**src/rtl/gpio_port_pkg.sv**
```systemverilog
// Shared register selectors and control bit positions for the GPIO port.
// Assumes a two-bit register address.
package gpio_port_pkg;
    typedef enum logic [1:0] {
        REG_DATA  = 2'd0,
        REG_DIR   = 2'd1,
        REG_PDINH = 2'd2,
        REG_CTRL  = 2'd3
    } reg_sel_e;

    localparam int CTRL_PDOFF = 0;
    localparam int CTRL_RC    = 1;
    localparam int CTRL_3PIN  = 2;
    localparam int CTRL_BITS  = 3;
endpackage

```
**src/rtl/gpio_port_sync.sv**
```systemverilog
// Two-flop synchroniser for the pad input levels.
// Assumes pin_in is asynchronous to clk. Both stages clear on reset.
module gpio_port_sync #(
    parameter int WIDTH = 8
) (
    input  logic             clk,
    input  logic             rst_n,
    input  logic [WIDTH-1:0] async_in,
    output logic [WIDTH-1:0] sync_out
);
    logic [WIDTH-1:0] stage1_q;
    logic [WIDTH-1:0] stage2_q;

    // Shift the pad levels through two register stages.
    always_ff @(posedge clk) begin
        if (!rst_n) begin
            stage1_q <= '0;
            stage2_q <= '0;
        end else begin
            stage1_q <= async_in;
            stage2_q <= stage1_q;
        end
    end

    assign sync_out = stage2_q;

    AST_SYNC_SHIFT: assert property (@(posedge clk) disable iff (!rst_n)
        $past(rst_n) |-> (stage2_q == $past(stage1_q)));
endmodule

```
**src/rtl/gpio_port_regs.sv**
```systemverilog
// Register file for the port: data latch, direction, pulldown inhibit, control.
// Assumes writes are single-cycle strobes. The data latch has no reset.
module gpio_port_regs
    import gpio_port_pkg::*;
#(
    parameter int WIDTH = 8
) (
    input  logic             clk,
    input  logic             rst_n,
    input  reg_sel_e         sel,
    input  logic             we,
    input  logic [WIDTH-1:0] wdata,
    output logic [WIDTH-1:0] latch_q,
    output logic [WIDTH-1:0] dir_q,
    output logic [WIDTH-1:0] inh_q,
    output logic [CTRL_BITS-1:0] ctrl_q
);
    // Data latch: written whenever addressed, independent of direction and reset.
    always_ff @(posedge clk) begin
        if (rst_n && we && sel == REG_DATA) begin
            latch_q <= wdata;
        end
    end

    // Direction, inhibit and control registers with synchronous clear.
    always_ff @(posedge clk) begin
        if (!rst_n) begin
            dir_q  <= '0;
            inh_q  <= '0;
            ctrl_q <= '0;
        end else if (we) begin
            case (sel)
                REG_DIR:   dir_q  <= wdata;
                REG_PDINH: inh_q  <= wdata;
                REG_CTRL:  ctrl_q <= wdata[CTRL_BITS-1:0];
                default:   ;
            endcase
        end
    end

    AST_LATCH_WRITE: assert property (@(posedge clk) disable iff (!rst_n)
        (we && sel == REG_DATA) |=> (latch_q == $past(wdata)));
    AST_DIR_RESET: assert property (@(posedge clk)
        !rst_n |=> (dir_q == '0 && inh_q == '0 && ctrl_q == '0));
endmodule

```
**src/rtl/gpio_port_slice.sv**
```systemverilog
// One pin: output driver control, pulldown gate and read-back selection.
// Assumes pin_sync is already synchronised. The takeover input forces the
// pin off the GPIO driver and pulldown and selects alt_out as the output value.
module gpio_port_slice (
    input  logic clk,
    input  logic rst_n,
    input  logic dir,
    input  logic latch,
    input  logic inh,
    input  logic pd_off,
    input  logic takeover,
    input  logic alt_out,
    input  logic pin_sync,
    output logic oe,
    output logic out,
    output logic pd_en,
    output logic rd_bit
);
    // Driver enable and output value, overridden during takeover.
    always_comb begin
        oe  = dir & ~takeover;
        out = takeover ? alt_out : latch;
    end

    // Pulldown only on an undriven pin with neither disable set.
    always_comb begin
        pd_en = ~dir & ~pd_off & ~inh & ~takeover;
    end

    // Output pins read their latch, input pins their synchronised level.
    always_comb begin
        rd_bit = dir ? latch : pin_sync;
    end

    AST_PD_NOT_DRIVEN: assert property (@(posedge clk) disable iff (!rst_n)
        oe |-> !pd_en);
endmodule

```
**src/rtl/gpio_port.sv**
```systemverilog
// Top of the GPIO port: register bus decode, per-pin slices and read mux.
// Assumes OSC_PIN < WIDTH and WIDTH >= 3, so the control bits fit the bus.
module gpio_port
    import gpio_port_pkg::*;
#(
    parameter int WIDTH   = 8,
    parameter int OSC_PIN = 1
) (
    input  logic             clk,
    input  logic             rst_n,
    input  logic [1:0]       bus_addr,
    input  logic             bus_we,
    input  logic [WIDTH-1:0] bus_wdata,
    output logic [WIDTH-1:0] bus_rdata,
    input  logic [WIDTH-1:0] pin_in,
    input  logic             osc_in,
    output logic [WIDTH-1:0] pad_oe,
    output logic [WIDTH-1:0] pad_out,
    output logic [WIDTH-1:0] pad_pd_en
);
    localparam int CTRL_PAD = WIDTH - CTRL_BITS;

    reg_sel_e             sel;
    logic [WIDTH-1:0]     latch_q;
    logic [WIDTH-1:0]     dir_q;
    logic [WIDTH-1:0]     inh_q;
    logic [CTRL_BITS-1:0] ctrl_q;
    logic [WIDTH-1:0]     pin_sync;
    logic [WIDTH-1:0]     data_rd;
    logic                 osc_mode;

    assign sel      = reg_sel_e'(bus_addr);
    assign osc_mode = ctrl_q[CTRL_RC] & ctrl_q[CTRL_3PIN];

    gpio_port_regs #(.WIDTH(WIDTH)) u_regs (
        .clk     (clk),
        .rst_n   (rst_n),
        .sel     (sel),
        .we      (bus_we),
        .wdata   (bus_wdata),
        .latch_q (latch_q),
        .dir_q   (dir_q),
        .inh_q   (inh_q),
        .ctrl_q  (ctrl_q)
    );

    gpio_port_sync #(.WIDTH(WIDTH)) u_sync (
        .clk      (clk),
        .rst_n    (rst_n),
        .async_in (pin_in),
        .sync_out (pin_sync)
    );

    for (genvar i = 0; i < WIDTH; i++) begin : g_pin
        logic take;
        logic alt;
        if (i == OSC_PIN) begin : g_osc
            assign take = osc_mode;
            assign alt  = osc_in;
        end else begin : g_gpio
            assign take = 1'b0;
            assign alt  = 1'b0;
        end
        gpio_port_slice u_slice (
            .clk      (clk),
            .rst_n    (rst_n),
            .dir      (dir_q[i]),
            .latch    (latch_q[i]),
            .inh      (inh_q[i]),
            .pd_off   (ctrl_q[CTRL_PDOFF]),
            .takeover (take),
            .alt_out  (alt),
            .pin_sync (pin_sync[i]),
            .oe       (pad_oe[i]),
            .out      (pad_out[i]),
            .pd_en    (pad_pd_en[i]),
            .rd_bit   (data_rd[i])
        );
    end

    // Read-back mux: the inhibit register is write-only and reads as zero.
    always_comb begin
        case (sel)
            REG_DATA:  bus_rdata = data_rd;
            REG_DIR:   bus_rdata = dir_q;
            REG_CTRL:  bus_rdata = {{CTRL_PAD{1'b0}}, ctrl_q};
            default:   bus_rdata = '0;
        endcase
    end

    AST_INH_READS_ZERO: assert property (@(posedge clk) disable iff (!rst_n)
        (sel == REG_PDINH) |-> (bus_rdata == '0));
    AST_OSC_PIN_QUIET: assert property (@(posedge clk) disable iff (!rst_n)
        osc_mode |-> (!pad_oe[OSC_PIN] && !pad_pd_en[OSC_PIN] && pad_out[OSC_PIN] == osc_in));
endmodule

```
**config.mk**
```make
export PLATFORM = sky130hd
export DESIGN_NAME = gpio_port
export DESIGN_NICKNAME = d
export VERILOG_FILES = /design/src/rtl/gpio_port_pkg.sv /design/src/rtl/gpio_port_sync.sv /design/src/rtl/gpio_port_regs.sv /design/src/rtl/gpio_port_slice.sv /design/src/rtl/gpio_port.sv
export SDC_FILE = /design/constraint.sdc
export NUM_CORES = 1
export LEC_CHECK = 0
export ABC_CLOCK_PERIOD_IN_PS = 2400
export BUFFER_PORTS_ARGS = -buffer_cell sky130_fd_sc_hd__buf_2
export CORE_AREA = 2 2 65 67
export CTS_CLUSTER_DIAMETER = 200
export DETAILED_ROUTE_END_ITERATION = 7
export DIE_AREA = 0 0 67 69
export GPL_TIMING_DRIVEN = 0
export HOLD_SLACK_MARGIN = 0.05
export PLACE_DENSITY = 0.74
export SYNTH_ARGS = -nofsm -noshare
export SYNTH_HDL_FRONTEND = slang
export SYNTH_SLANG_ARGS = --single-unit
```
**constraint.sdc**
```tcl
create_clock -name clk -period 2.4 [get_ports clk]
set_input_delay 0 -clock clk [delete_from_list [all_inputs] [get_ports clk]]
set_output_delay 0 -clock clk [all_outputs]
set_load 0.02 [all_outputs]
```
==> impl_metrics.yaml <==
yosys:
  async_reset_ff_frac: 0
  ys_ff_latch: 43
  synth_commonest_cells: "dfxtp_1, nand2_1, buf_4, mux2i_1, and2_1"
  synth_edf_count: 8
  synth_top_area_share: 0.377
  synth_top_area_cell: "dfxtp_1"
  syn_avg_cell_area_sq_um: 10.0
  postSynthCellCount: 186
  synth_ff_type: "dfxtp_1"
  synth_area_leaders: "dfxtp_1, edfxtp_1, mux2i_1"
  synthesis.area_sq_um: 1860
  syn-num-nets: 208
  synth_cell_types: 22
  ys_warn_count: 0
  ys_seq_area_frac: 0.506
  yosysMostFrequentCell: "dfxtp_1"
clock_network:
  ctsHoldBuffers: 16
  cts_max_path_buffers: 2
  clkTransAtPathRegs_ns: 0.08
  cts_root_buf: "clkbuf_8"
  cts.sinks: 43
  htreeDepth: 2
  clkLatencyLatePin_ns: 0.29
  cts_tree: "yes"
  numCtsBuffers: 5
  postCtsSetupBuffers: 0
  post_cts_resized: 0
global_route:
  track_usage: 0.185
  grt_pass1_vias: 1313
  grt_overflow: 0
  grt_max_degree: 13
  grt_pass1_wl_microns: 6430
  antenna_found_initial: 0
detailed_routing:
  drc_errors: 0
  via_per_inst: 4.82
  drt_first_pass_iters: 4
  wl_per_cell_microns: 12.7
  drt_iter0_drc: 82
  dr_total_vias: 1504
  postRouteAntennaNets: 0
  wirelength_microns: 3960
critical_path:
  crit_required_ns: 2.40
  cp_slowest_cell: "a2111oi_0"
  path_cells: "clkbuf_1, a2111oi_0, buf_4, buf_2"
  rrSetupSlack_ns: 1.37
  crit_fanout: 10
  start_kind: "flip-flop"
  critPathMaxStageDelay_ns: 0.44
  worst_ep_arrival_time_ns: 1.61
  worst_setup_path_end_kind: "output pin"
  path_class: "flip-flop to output pin"
power_and_ir_drop:
  total_power_mw: 1.48
  internal_power_mw: 1.13
  power.density_nw_per_um2: 603
  leakagePower_nw: 1.16
  sw_frac_of_total: 0.236
  switchingPower_mw: 0.350
  combPwrFrac: 0.142
  p_seq_frac: 0.525
  max-vdd-ir-drop_mv: 0.408
  clkPwrFrac: 0.333
hold_path:
  hold_class: "input port to flip-flop"
floorplan:
  boundaryPins: 54
  rows: 23
  start_util: 0.475
  die_x_microns: 67
  die-area_sq_um: 4620
  die_y_microns: 69
  core_area_sq_um: 3910
job:
  cap_violations: 0
placed_design:
  hpwl_microns: 2800
  port_buffers: 51
  place_area_sq_um: 2190
  gp_congestion: 0.795
  placedCellCount: 288
sta:
  slew_headroom: 0.624
  final.period_utilization: 0.671
  finalSetupViolations: 0
  slew_violations: 0
  finalHoldViolCount: 0
  clock_skew_ns: 0.00383
  tightest_slew_ns: 0.563
  fin_crit_ns: 1.61
  rsz0062_at_grt: "no"
  timing.fmax_ghz: 0.621
final_layout:
  n_antenna_cell: 0
  final_cells: 312
  design_area_sq_um: 2450
  nNetsFinal: 283
  drive_gt1_frac: 0.344
  syn2layout_area_growth_pct: 31.8
  final_util: 0.627
outcome:
  outcome: "finished clean"
[cell type report]
type,instances,area (sq um)
Timing Repair Buffer,68,423
Buffer,36,246
Inverter,3,11.3
Tap cell,50,62.6
Clock buffer,8,100
Fill cell,337,1460
Sequential cell,43,941
Multi-Input combinational cell,104,668
[sequential cells by signal, summed over array words and instances (netlist names)]
| name | cells |
|---|---|
| u_regs.dir_q | 8 |
| u_regs.inh_q | 8 |
| u_regs.latch_q | 8 |
| u_sync.stage1_q | 8 |
| u_sync.sync_out | 8 |
| u_regs.ctrl_q | 3 |
[power groups by stage]
stage	Clock [mW]	Sequential (mW)	Combinational, mW
after floorplan	0	0.788	0.131
after global placement	0	0.792	0.187
after detailed placement	0	0.793	0.192
after CTS	0.497	0.776	0.212
after global routing	0.533	0.779	0.228
final	0.492	0.776	0.211
[kinds of logic after synthesis]
logic type	after synthesis	share of synthesized area
DFF	43	0.506
AOI/OAI and AO/OA	15	0.0484
muxes	20	0.108
and+or+nand+nor	69	0.199
buffers and inverters	39	0.139
[cells in the final DEF, fill, tap and decap left out]
cell / instances
nand3_1: 4
buf_6: 2
or4b_1: 3
clkbuf_8: 7
clkbuf_1: 8
nand3b_1: 2
a21oi_1: 6
nor2_1: 3
or3b_1: 5
a2111oi_0: 1
mux2i_1: 19
buf_2: 53
buf_4: 26
nor3_1: 7
nor4bb_2: 1
mux2_2: 1
and2_1: 16
dfxtp_1: 35
o21ai_0: 5
inv_1: 3
nand2_1: 28
o311ai_1: 3
edfxtp_1: 8
dlygate4sd3_1: 16
[per-layer routing]
metal	up-vias	wire (microns)	share of wire	GRT usage
li1	755	-	-	-
met3	8	220	0.056	0.0506
met4	0	76	0.019	0.0748
met1	697	1770	0.45	0.247
met5	-	0	0	0
met2	44	1890	0.48	0.281
[stage by stage]
step | setup slack [ns] | hold slack [ns] | TNS [ns]
2_1_floorplan | 0.773 | 0.0989 | 0
3_3_place_gp | -0.00909 | 0.196 | -0.0712
3_5_place_dp | 0.891 | 0.194 | 0
4_1_cts | 0.751 | 0.0929 | 0
5_1_grt | 0.701 | 0.115 | 0
6_report | 0.790 | 0.100 | 0
[path summary, 6_finish.rpt]
| path | from | end | cells after the start |
|---|---|---|---|
| setup reg to reg | u_regs.ctrl_q[0]$_SDFFE_PN0P_ | u_regs.ctrl_q[0]$_SDFFE_PN0P_ | 3 |
| setup / recovery | u_regs.ctrl_q[0]$_SDFFE_PN0P_ | pad_pd_en[1] | 4 |
| hold reg to reg | u_sync.stage1_q[4]$_SDFF_PN0_ | u_sync.sync_out[4]$_SDFF_PN0_ | 1 |
| hold / removal | rst_n | u_regs.ctrl_q[2]$_SDFFE_PN0P_ | 3 |
[critical path, delay by kind of cell (launching register included)]
kind / cells / cell delay [ns]
AOI/OAI and AO/OA: 1 / 0.44
buffers and inverters: 3 / 0.57
DFF: 1 / 0.30
No activity file was read; power rests on OpenSTA's default activity.
